===== config.mk =====
export PLATFORM = sky130hd
export DESIGN_NAME = sdr_burst_agen
export DESIGN_NICKNAME = d
export VERILOG_FILES = /design/src/rtl/sdr_agen_pkg.sv /design/src/rtl/sdr_agen_mode_dec.sv /design/src/rtl/sdr_agen_col_seq.sv /design/src/rtl/sdr_burst_agen.sv
export SDC_FILE = /design/constraint.sdc
export NUM_CORES = 1
export LEC_CHECK = 0
export CAP_MARGIN = 20
export CORE_AREA = 2 2 56 58
export CTS_CLUSTER_SIZE = 28
export DETAILED_ROUTE_END_ITERATION = 6
export DIE_AREA = 0 0 58 60
export PLACE_DENSITY = 0.8
export SLEW_MARGIN = 20
export SYNTH_ARGS = -nofsm -noshare
export SYNTH_HDL_FRONTEND = slang
export SYNTH_SLANG_ARGS = --single-unit

===== constraint.sdc =====
create_clock -name clk -period 5.6 [get_ports clk]
set_input_delay 1.68 -clock clk [delete_from_list [all_inputs] [get_ports clk]]
set_output_delay 1.68 -clock clk [all_outputs]
set_load 0.02 [all_outputs]

===== src/rtl/sdr_agen_pkg.sv =====
package sdr_agen_pkg;

   // Widest burst is 8 beats: three low column bits take part in wrapping.
   localparam int BL_LOG_MAX = 3;

   typedef enum logic {
      ORD_SEQ = 1'b0,
      ORD_ILV = 1'b1
   } burst_order_e;

   typedef struct packed {
      logic [1:0]   len_code;   // 0..3 -> 1,2,4,8 beats
      burst_order_e order;
      logic [2:0]   cl;
      logic         wr_single;
   } sdr_mode_t;

   localparam sdr_mode_t MODE_AFTER_RESET = '{
      len_code : 2'd0,
      order    : ORD_SEQ,
      cl       : 3'd2,
      wr_single: 1'b0
   };

endpackage


===== src/rtl/sdr_agen_mode_dec.sv =====
module sdr_agen_mode_dec
   import sdr_agen_pkg::*;
#(
   parameter int ADDR_W = 13,
   parameter int BANK_W = 2
) (
   input  logic              clk,
   input  logic              rst_n,
   input  logic              cs_n,
   input  logic              ras_n,
   input  logic              cas_n,
   input  logic              we_n,
   input  logic [BANK_W-1:0] bank,
   input  logic [ADDR_W-1:0] addr,
   output sdr_mode_t         mode_o,
   output logic              err_o
);

   localparam logic [2:0] CL_TWO   = 3'b010;
   localparam logic [2:0] CL_THREE = 3'b011;

   logic      cmd_hit;
   logic      len_ok;
   logic      cl_ok;
   sdr_mode_t mode_q;
   sdr_mode_t mode_new;
   logic      err_q;

   assign cmd_hit = !cs_n && !ras_n && !cas_n && !we_n && (bank == '0);
   assign len_ok  = (addr[2] == 1'b0);
   assign cl_ok   = (addr[6:4] == CL_TWO) || (addr[6:4] == CL_THREE);

   always_comb begin
      mode_new.len_code  = addr[1:0];
      mode_new.order     = burst_order_e'(addr[3]);
      mode_new.cl        = addr[6:4];
      mode_new.wr_single = addr[9];
   end

   always_ff @(posedge clk) begin
      if (!rst_n) begin
         mode_q <= MODE_AFTER_RESET;
         err_q  <= 1'b0;
      end else begin
         err_q <= 1'b0;
         if (cmd_hit) begin
            if (len_ok && cl_ok) begin
               mode_q <= mode_new;
            end else begin
               err_q <= 1'b1;
            end
         end
      end
   end

   // Bits not carrying mode information.
   logic addr_unused_ok;
   assign addr_unused_ok = ^{addr[8:7], addr[ADDR_W-1:10]};

   assign mode_o = mode_q;
   assign err_o  = err_q;

endmodule


===== src/rtl/sdr_agen_col_seq.sv =====
module sdr_agen_col_seq
   import sdr_agen_pkg::*;
#(
   parameter int COL_W = 11
) (
   input  logic             clk,
   input  logic             rst_n,
   input  logic             start_i,
   input  logic             is_write_i,
   input  logic [COL_W-1:0] start_col_i,
   input  logic [1:0]       len_code_i,
   input  burst_order_e     order_i,
   input  logic             wr_single_i,
   output logic [COL_W-1:0] col_o,
   output logic             valid_o,
   output logic             last_o
);

   localparam int LW = BL_LOG_MAX;

   logic [LW-1:0]    len_req;
   logic             act_q;
   logic [LW-1:0]    cnt_q;
   logic [LW-1:0]    len_q;      // beats minus one; also the wrap mask
   logic             ilv_q;
   logic [COL_W-1:0] start_q;
   logic [LW-1:0]    low_seq;
   logic [LW-1:0]    low_ilv;
   logic [LW-1:0]    low_sel;

   always_comb begin
      unique case (len_code_i)
         2'd0:    len_req = LW'(0);
         2'd1:    len_req = LW'(1);
         2'd2:    len_req = LW'(3);
         default: len_req = LW'(7);
      endcase
      if (is_write_i && wr_single_i) begin
         len_req = '0;
      end
   end

   always_ff @(posedge clk) begin
      if (!rst_n) begin
         act_q   <= 1'b0;
         cnt_q   <= '0;
         len_q   <= '0;
         ilv_q   <= 1'b0;
         start_q <= '0;
      end else if (start_i) begin
         act_q   <= 1'b1;
         cnt_q   <= '0;
         len_q   <= len_req;
         ilv_q   <= (order_i == ORD_ILV);
         start_q <= start_col_i;
      end else if (act_q) begin
         if (cnt_q == len_q) begin
            act_q <= 1'b0;
         end else begin
            cnt_q <= cnt_q + LW'(1);
         end
      end
   end

   assign low_seq = start_q[LW-1:0] + cnt_q;
   assign low_ilv = start_q[LW-1:0] ^ cnt_q;
   assign low_sel = ilv_q ? low_ilv : low_seq;

   for (genvar i = 0; i < COL_W; i++) begin : g_col
      if (i < LW) begin : g_wrap
         assign col_o[i] = len_q[i] ? low_sel[i] : start_q[i];
      end else begin : g_hold
         assign col_o[i] = start_q[i];
      end
   end

   assign valid_o = act_q;
   assign last_o  = act_q && (cnt_q == len_q);

endmodule


===== src/rtl/sdr_burst_agen.sv =====
module sdr_burst_agen
   import sdr_agen_pkg::*;
#(
   parameter int ADDR_W = 13,
   parameter int BANK_W = 2,
   parameter int COL_W  = 11
) (
   input  logic              clk,
   input  logic              rst_n,
   input  logic              cs_n,
   input  logic              ras_n,
   input  logic              cas_n,
   input  logic              we_n,
   input  logic [BANK_W-1:0] bank,
   input  logic [ADDR_W-1:0] addr,
   input  logic              burst_start,
   input  logic              burst_write,
   output logic [COL_W-1:0]  col_addr,
   output logic              col_valid,
   output logic              last_beat,
   output logic [2:0]        cas_lat,
   output logic              mode_err
);

   if (ADDR_W < 11) begin : g_bad_addr
      $error("ADDR_W must cover the mode bits and more");
   end
   if (COL_W <= BL_LOG_MAX || COL_W > ADDR_W) begin : g_bad_col
      $error("COL_W must exceed the wrap width and fit in ADDR_W");
   end
   if (BANK_W < 1) begin : g_bad_bank
      $error("BANK_W must be at least 1");
   end

   sdr_mode_t mode;

   sdr_agen_mode_dec #(
      .ADDR_W(ADDR_W),
      .BANK_W(BANK_W)
   ) u_mode (
      .clk   (clk),
      .rst_n (rst_n),
      .cs_n  (cs_n),
      .ras_n (ras_n),
      .cas_n (cas_n),
      .we_n  (we_n),
      .bank  (bank),
      .addr  (addr),
      .mode_o(mode),
      .err_o (mode_err)
   );

   sdr_agen_col_seq #(
      .COL_W(COL_W)
   ) u_seq (
      .clk        (clk),
      .rst_n      (rst_n),
      .start_i    (burst_start),
      .is_write_i (burst_write),
      .start_col_i(addr[COL_W-1:0]),
      .len_code_i (mode.len_code),
      .order_i    (mode.order),
      .wr_single_i(mode.wr_single),
      .col_o      (col_addr),
      .valid_o    (col_valid),
      .last_o     (last_beat)
   );

   assign cas_lat = mode.cl;

endmodule


==> flow_summary_export.csv, run 1 <==
group,metric,value,unit
floorplanning,start_util,46.72,%
worst_setup_path,ff2ff_setup_slack,3960,ps
floorplanning,ios,40,
grt,grt_pass1_wl,4643,microns
synth,ys_ff_latch,27,
timing,min_period,4269,ps
routing,antenna_left,0,
clock_tree,hold_buffers,0,
worst_setup_path,worst-r2r-cell-count,4,
routing,first_iter_violations,41,
routing,firstDrtPassIters,4,
synth,synth_area_per_cell,9.103,sq um
routing,dr_total_vias,1097,
synth,synth_edf_count,0,
timing,worst_slew_pin_slew,592.3,ps
clock_tree,post_cts_resized,0,
job,max-cap-violations,0,
synth,synth_nets,176,
placement,portBuffers,37,
synth,synth.area.top_cells,"dfxtp_1, mux2i_1, buf_4, nor2_1, nand2_1",
routing,post_drt_wl_per_cell,13.34,microns
worst_setup_path,r2r-start,"u_seq.cnt_q[1]$_SDFFE_PP0P_",
synth,postSynthCellCount,149,
placement,place_area,1652,sq um
grt,grt-ovfl-total,0,
grt,antenna_found_initial,0,
worst_setup_path,crit_fanout,7,
timing,setup_viol,0,
placement,dp_hpwl,2014,microns
worst_hold_path,min_from,"u_mode.mode_o[1]$_SDFFE_PN0P_",
power_and_ir_drop,ir_drop,132.1,uV
synth,synth-seq-area-share,39.85,%
floorplanning,die_h,60,microns
floorplanning,rows,20,
synth,ys_warn_count,0,
routing,drc,0,
timing,finalClockSkew,3.987,ps
clock_tree,clk_latency,310,ps
timing,rsz0062_at_grt,"false",
final_layout,fin_cells,204,
worst_setup_path,critPathRequiredTime,3920,ps
worst_hold_path,hold_class,"reg -> reg",
placement,post-place-cells,200,
clock_tree,cts_root_buffer,"clkbuf_4",
worst_hold_path,holdPathStages,2,
timing,finalHoldViolCount,0,
final_layout,design_area,1673,sq um
floorplanning,die_area,3480,sq um
final_layout,final_cell_mix,"clkdlybuf4s50_1, dfxtp_1, mux2i_1",
synth,synthesis.area,1356,sq um
synth,yosysTopAreaCellShare,39.85,%
timing,setup_tns,0,ps
final_layout,n_antenna_cell,0,
clock_tree,htree_num_levels,1,
clock_tree,cts_made_buffers,3,
clock_tree,clock_path_buffers,2,
floorplanning,coreArea,2903,sq um
power_and_ir_drop,power_leakage,0.0006608,uW
placement,place_congestion,0.7884,
status,status,"finished clean",
worst_hold_path,min_to,"u_mode.mode_o[1]$_SDFFE_PN0P_",
grt,grt_pass1_vias,1061,
routing,wl,2722,microns
clock_tree,postCtsSetupRepairBufs,0,
timing,period_share,76.24,%
worst_setup_path,worstReg2RegEnd,"u_seq.cnt_q[2]$_SDFFE_PP0P_",
synth,synth_ff_type,"dfxtp_1",
grt,grt_use_total,16.85,%
clock_tree,clk_pin_slew,140,ps
synth,async_flop_share,0,%
worst_setup_path,crit_type,"reg -> out",
final_layout,drive_gt1_share,2.924,%
timing,relSlewSlack,60.39,%
floorplanning,die_x,58,microns
synth,yosysTopAreaCell,"dfxtp_1",
routing,viasPerCell,5.377,
power_and_ir_drop,cellPowerDensity,200.6,nW/um^2
final_layout,final_common_cell,"clkdlybuf4s50_1",
clock_tree,tritoncts,"yes",
timing,fmax,234.2,MHz
clock_tree,clkSinkCount,27,
worst_setup_path,critPathLaunchType,"flip-flop",
timing,slew_viol_final,0,
worst_setup_path,arrival,2590,ps
grt,grt_start_max_net_pins,27,
final_layout,syn_to_final_growth,23.34,%
synth,post_synth_num_cell_types,34,
final_layout,fin_nets,199,
worst_setup_path,end_kind,"output pin",
==> synthesized netlist by cell type (2+ instances only) <==
| cell type | instances |
|---|---|
| nand2_1 | 15 |
| inv_1 | 3 |
| xnor2_1 | 4 |
| mux2i_1 | 19 |
| nand3_1 | 3 |
| nor2_1 | 16 |
| nor4bb_1 | 3 |
| nor3_1 | 3 |
| ha_1 | 3 |
| and3b_1 | 2 |
| xor2_1 | 3 |
| dfxtp_1 | 27 |
| nor4_1 | 2 |
| nand4_1 | 2 |
| buf_2 | 3 |
| a21oi_1 | 5 |
| buf_4 | 11 |
| nor3b_1 | 2 |
| clkbuf_1 | 4 |
| nand2b_1 | 2 |
| o21ai_0 | 4 |
==> per-layer routing <==
| metal | global-route usage (%) | up-vias | routed length [microns] |
|---|---|---|---|
| li1 | - | 539 | - |
| met1 | 21.56 | 519 | 1212 |
| met2 | 28.08 | 37 | 1290 |
| met3 | 4.545 | 2 | 210 |
| met4 | 4.651 | 0 | 8 |
| met5 | 0 | - | 0 |
==> worst max-delay path by stage <==
stage,startpoint,to,depth (start not counted)
floorplan,u_seq.cnt_q[0]$_SDFFE_PP0P_,col_addr[2],6
global route,u_seq.cnt_q[0]$_SDFFE_PP0P_,col_addr[2],7
detailed placement,u_seq.cnt_q[0]$_SDFFE_PP0P_,col_addr[2],7
global placement,u_seq.cnt_q[0]$_SDFFE_PP0P_,col_addr[2],7
CTS,u_seq.cnt_q[0]$_SDFFE_PP0P_,col_addr[2],7
finish,u_seq.cnt_q[0]$_SDFFE_PP0P_,col_addr[2],7
==> where the power goes <==
part | internal (uW) | leakage (uW) | switching, uW | total (uW)
Combinational | 28.9 | 0.000426 | 23.7 | 52.6
Sequential | 197 | 0.000220 | 3.18 | 200
Clock | 27.8 | 0.0000150 | 54.6 | 82.4
==> flip-flops by register name (all words and copies together), names as in the netlist <==
signal	cells
u_mode.err_o	1
u_seq.ilv_q	1
u_seq.cnt_q	3
u_seq.start_q	11
u_seq.valid_o	1
u_seq.len_q	3
u_mode.mode_o	7
==> logic make-up after synthesis <==
logic type	count (synthesis)	synth area share (%)
fa+ha+maj	4	4.244
flops	27	39.85
mux	20	14.85
buf+inv	23	9.685
simple gates	54	20.57
compound gates	14	6.274
xor+xnor	7	4.520
==> layout make-up <==
cell class              count  area (sq um)
fillers                   274          1230
multi-input cells          99         684.4
flip-flops and latches     27         540.5
repair buffers             37         365.4
well taps                  33         41.29
clock buffers               4         26.28
inverters                   4         15.01
==> through the flow <==
step	worst slack (ps)	util, %	hold slack, ps	total power [uW]
floorplan	2317	-	416.8	234.4
global placement	1699	56.90	433.1	257.0
detailed placement	1679	56.90	459.1	258.4
CTS	1303	57.80	475.7	341.4
global route	1165	57.63	506.6	352.9
finish	1331	57.63	475.1	335.5
==> worst max-delay path, cell delays in order (launching register included) <==
cell and delay, ps:
dfxtp_1 480, ha_1 200, inv_1 60, fa_1 380
o21a_1 170, o21ai_0 220, xnor2_1 150, clkdlybuf4s50_1 620
No activity file was read; power rests on OpenSTA's default activity.
==> inputs of run 2 (changes only) <==
CORE_AREA = 2 2 58 60   (was 2 2 56 58)
DIE_AREA = 0 0 60 62   (was 0 0 58 60)
PLACE_DENSITY = 0.75   (was 0.8)
clock period = 4 ns   (was 5.6 ns; I/O delays follow)
==> flow_summary_export.csv, run 2 (synthesis gave the netlist of run 1 again) <==
group,metric,value,unit
final_layout,fill_cells,312,
routing,wl,2757,microns
timing,slew_viol_final,0,
clock_tree,tritoncts,"yes",
final_layout,multiInputGateArea,684.4,sq um
placement,place_area,1690,sq um
worst_setup_path,critPathLaunchType,"flip-flop",
floorplanning,ios,40,
clock_tree,clk_pin_slew,150,ps
final_layout,seq_area,541.8,sq um
worst_hold_path,holdPathStages,2,
power_and_ir_drop,p_switching,120.4,uW
power_and_ir_drop,p_sw_share,25.23,%
timing,min_period,3727,ps
clock_tree,cts_root_buffer,"clkbuf_4",
final_layout,drive_gt1_share,5.172,%
routing,dr_total_vias,1110,
final_layout,syn_to_final_growth,26.75,%
status,status,"finished clean",
clock_tree,postCtsSetupRepairBufs,0,
final_layout,design_area,1719,sq um
timing,worst_slew_pin_slew,365.7,ps
timing,setup_tns,0,ps
routing,antenna_left,0,
final_layout,n_antenna_cell,0,
grt,grt-ovfl-total,0,
worst_setup_path,critPathRequiredTime,2800,ps
final_layout,largest_reg_flops,11,
power_and_ir_drop,p_total,477.0,uW
power_and_ir_drop,ir_drop,169.6,uV
clock_tree,clkSinkCount,27,
routing,viasPerCell,5.045,
final_layout,fin_nets,202,
power_and_ir_drop,p_int,356.7,uW
floorplanning,coreArea,3179,sq um
clock_tree,cts_made_buffers,3,
worst_setup_path,end_kind,"output pin",
final_layout,final_cell_mix,"clkdlybuf4s50_1, dfxtp_1, mux2i_1",
placement,dp_hpwl,2053,microns
power_and_ir_drop,p_seq_share,58.9,%
grt,grt_use_total,15.86,%
floorplanning,die_area,3720,sq um
timing,finalClockSkew,5.294,ps
routing,post_drt_wl_per_cell,12.53,microns
clock_tree,htree_num_levels,1,
timing,period_share,93.18,%
power_and_ir_drop,power_frac_clock,24.9,%
timing,setup_viol,0,
grt,grt_start_max_net_pins,27,
timing,rsz0062_at_grt,"false",
placement,place_congestion,0.8016,
worst_setup_path,crit_fanout,7,
worst_hold_path,hold_class,"reg -> reg",
timing,relSlewSlack,75.54,%
floorplanning,rows,21,
clock_tree,clock_path_buffers,2,
timing,fmax,268.3,MHz
final_layout,final_common_cell,"clkdlybuf4s50_1",
timing,whs,476.7,ps
clock_tree,clk_latency,330,ps
floorplanning,start_util,42.66,%
timing,finalHoldViolCount,0,
final_layout,utilization,54.07,%
routing,firstDrtPassIters,5,
floorplanning,die_x,60,microns
grt,antenna_found_initial,0,
worst_setup_path,crit_type,"reg -> out",
power_and_ir_drop,combinationalPowerShare,16.2,%
grt,grt_pass1_wl,4567,microns
floorplanning,die_h,62,microns
routing,first_iter_violations,28,
power_and_ir_drop,power_leakage,0.0006784,uW
final_layout,regMostFlops,"u_seq.start_q",
grt,grt_pass1_vias,1105,
worst_setup_path,worst-r2r-cell-count,4,
placement,portBuffers,37,
routing,drc,0,
power_and_ir_drop,cellPowerDensity,277.5,nW/um^2
worst_setup_path,arrival,2530,ps
job,max-cap-violations,0,
run 2: cell types whose count changed in the layout (fill, tap and decap cells not counted):
cell / delta
buf_2: -1
buf_4: +3
clkbuf_1: -1
clkdlybuf4s50_1: +1
clkinv_2: +1
dfxtp_1: -1
dfxtp_2: +1
run 2: layer usage:
| metal | global-route usage [%] | routed length [microns] |
|---|---|---|
| met2 | 27.48 | 1393 |
| met4 | 6.349 | 19 |
| met3 | 3.520 | 158 |
| met1 | 19.14 | 1185 |
| met5 | 0 | 0 |
run 2: per-stage QoR:
step / setup slack, ps / std cells
2_1_floorplan: 1197 / 149
3_3_place_gp: 565.3 / 216
3_5_place_dp: 548.0 / 216
4_1_cts: 141.4 / 220
5_1_grt: 98.11 / 220
6_report: 272.7 / 220
run 2: what timing repair did:
action	CTS	global route
setup endpoints to repair	0	1
gates resized for setup	0	1
hold buffers	0	0
hold endpoints to repair	0	0
run 2: worst max-delay path, cell delays in order, from the launching register on:
cell and delay (ps):
dfxtp_2 430, ha_1 180, inv_1 50, fa_1 380, o21a_1 180, o21ai_0 210
xnor2_1 150, clkdlybuf4s50_1 620
run 2: final timing paths:
kind | start | endpoint | slack (ps)
worst min-delay path | u_mode.mode_o[4]$_SDFFE_PN0P_ | u_mode.mode_o[4]$_SDFFE_PN0P_ | 480
worst min register to register | u_mode.mode_o[4]$_SDFFE_PN0P_ | u_mode.mode_o[4]$_SDFFE_PN0P_ | 480
worst max-delay path | u_seq.cnt_q[0]$_SDFFE_PP0P_ | col_addr[2] | 270
worst max register to register | u_seq.cnt_q[1]$_SDFFE_PP0P_ | u_seq.cnt_q[2]$_SDFFE_PP0P_ | 2360
run 2: final cells by class:
class,instances,area share [%]
multi-input cells,99,39.81
well taps,46,3.348
clock inverters,1,0.2911
clock buffers,3,1.310
inverters,4,0.8734
repair buffers,40,22.85
flip-flops and latches,27,31.51
run 2: power groups by stage:
stage	logic, uW	clock network [uW]	registers (uW)
6_report	77.1	119	281
5_1_grt	83.4	129	282
4_1_cts	78.2	122	281
3_5_place_dp	77.7	0	287
3_3_place_gp	75.4	0	286
2_1_floorplan	41.9	0	286
==> inputs of run 3 (changes only) <==
RECOVER_POWER = 100   (was not set)
SETUP_SLACK_MARGIN = 0.3   (was not set)
==> flow_summary_export.csv, run 3 (synthesis gave the netlist of run 1 again) <==
group,metric,value,unit
status,status,"finished clean",
power_and_ir_drop,ir_drop,166.3,uV
clock_tree,clkSinkCount,27,
floorplanning,die_h,62,microns
floorplanning,die_x,60,microns
final_layout,drive_gt1_share,2.874,%
power_and_ir_drop,power_frac_clock,25.1,%
grt,grt_start_max_net_pins,27,
timing,slew_viol_final,0,
final_layout,final_cell_mix,"dfxtp_1, mux2i_1, clkdlybuf4s50_1, dlygate4sd3_1, nor2_1",
grt,grt-ovfl-total,0,
floorplanning,rows,21,
timing,worst_slew_pin_slew,1342,ps
routing,dr_total_vias,1105,
routing,antenna_left,0,
final_layout,seq_area,540.5,sq um
timing,min_period,3652,ps
worst_setup_path,critPathRequiredTime,2800,ps
final_layout,fin_cells,220,
worst_setup_path,slowest_stage,"clkdlybuf4s50_1",
worst_setup_path,cp_cell_sequence,"ha_1 > inv_1 > fa_1 > nor2_1 > a21oi_1 > mux2i_1 > clkdlybuf4s50_1",
clock_tree,clock_path_buffers,2,
clock_tree,clk_pin_slew,150,ps
timing,setup_tns,0,ps
placement,pre_cts_ws,548.0,ps
grt,grt_pass1_vias,1098,
final_layout,final_common_cell,"dfxtp_1",
power_and_ir_drop,p_seq_share,59.4,%
timing,fmax,273.8,MHz
power_and_ir_drop,p_int,352.7,uW
floorplanning,start_util,42.66,%
power_and_ir_drop,p_switching,119.8,uW
final_layout,fin_nets,202,
clock_tree,clk_latency,330,ps
floorplanning,ios,40,
clock_tree,htree_num_levels,1,
timing,finalClockSkew,5.142,ps
timing,rsz0062_at_grt,"false",
placement,dp_hpwl,2053,microns
floorplanning,die_area,3720,sq um
power_and_ir_drop,combinationalPowerShare,15.5,%
job,max-cap-violations,0,
floorplanning,coreArea,3179,sq um
routing,firstDrtPassIters,4,
final_layout,largest_reg_flops,11,
clock_tree,cts_root_buffer,"clkbuf_4",
final_layout,n_antenna_cell,0,
clock_tree,tritoncts,"yes",
final_layout,fill_cells,315,
timing,period_share,91.30,%
placement,post-place-cells,216,
grt,antenna_found_initial,0,
power_and_ir_drop,cellPowerDensity,277.0,nW/um^2
worst_setup_path,crit_fanout,7,
final_layout,syn_to_final_growth,25.74,%
clock_tree,cts_made_buffers,3,
grt,grt_pass1_wl,4602,microns
placement,place_congestion,0.8016,
power_and_ir_drop,power_leakage,0.0007068,uW
timing,setup_viol,0,
grt,grt_use_total,15.99,%
routing,post_drt_wl_per_cell,12.55,microns
final_layout,regMostFlops,"u_seq.start_q",
routing,wl,2761,microns
worst_setup_path,crit_type,"reg -> out",
routing,first_iter_violations,30,
worst_hold_path,hold_class,"reg -> reg",
worst_setup_path,max_stage_delay,620,ps
routing,viasPerCell,5.023,
timing,relSlewSlack,10.51,%
timing,finalHoldViolCount,0,
power_and_ir_drop,p_sw_share,25.35,%
final_layout,multiInputGateArea,684.4,sq um
placement,portBuffers,37,
routing,drc,0,
worst_setup_path,end_kind,"output pin",
worst_setup_path,critPathLaunchType,"flip-flop",
timing,layout_setup_ws,347.8,ps
worst_setup_path,arrival,2450,ps
==> run 3: cell type report <==
| class | count | share of cell area [%] |
|---|---|---|
| clock inverter | 1 | 0.2935 |
| sequential | 27 | 31.69 |
| timing repair buffer | 40 | 22.30 |
| tap | 46 | 3.375 |
| multi-input combinational | 99 | 40.13 |
| clock buffer | 3 | 1.321 |
| inverter | 4 | 0.8804 |
==> run 3: worst paths after layout <==
check | from | to | slack, ps | cells past startpoint
max | u_seq.cnt_q[0]$_SDFFE_PP0P_ | col_addr[1] | 350 | 7
min | u_mode.mode_o[1]$_SDFFE_PN0P_ | u_mode.mode_o[1]$_SDFFE_PN0P_ | 470 | 2
max reg2reg | u_seq.cnt_q[1]$_SDFFE_PP0P_ | u_seq.cnt_q[2]$_SDFFE_PP0P_ | 2350 | 4
min reg2reg | u_mode.mode_o[1]$_SDFFE_PN0P_ | u_mode.mode_o[1]$_SDFFE_PN0P_ | 470 | 2
==> run 3: power by group through the flow <==
stage / combinational, uW / sequential, uW / clock [uW]
CTS: 77.8 / 281 / 122
global route: 79.5 / 282 / 129
floorplan: 41.9 / 286 / 0
finish: 73.1 / 281 / 119
detailed placement: 77.7 / 287 / 0
global placement: 75.4 / 286 / 0
==> run 3: stage by stage <==
step / hold slack [ps] / total power (uW) / util, % / area [sq um]
final: 473.0 / 472.5 / 53.64 / 1705
after global routing: 491.9 / 490.0 / 53.64 / 1705
after CTS: 481.6 / 480.8 / 54.03 / 1718
after detailed placement: 440.3 / 364.6 / 53.17 / 1690
after global placement: 436.1 / 361.7 / 53.17 / 1690
after floorplan: 416.8 / 328.2 / - / 1356
==> run 3: what timing repair did <==
item,CTS,global route
resized for setup,2,0
hold buffers,0,0
hold endpoints to repair,0,0
buffers inserted,0,0
endpoints found under the setup margin,1,0
==> run 3: critical path: cells and delay by family (launching register included) <==
family	cells	cell delay [ps]
DFF	1	500
and+or+nand+nor	1	100
adders and majority gates	2	650
muxes	1	150
buffers and inverters	2	670
AOI/OAI and AO/OA	1	50
==> run 3: per-layer routing <==
metal  global-route usage [%]  share of wire (%)
met1                    19.39                 43
met2                    27.95                 50
met3                    3.520                5.6
met4                    5.714               0.69
met5                        0                  0
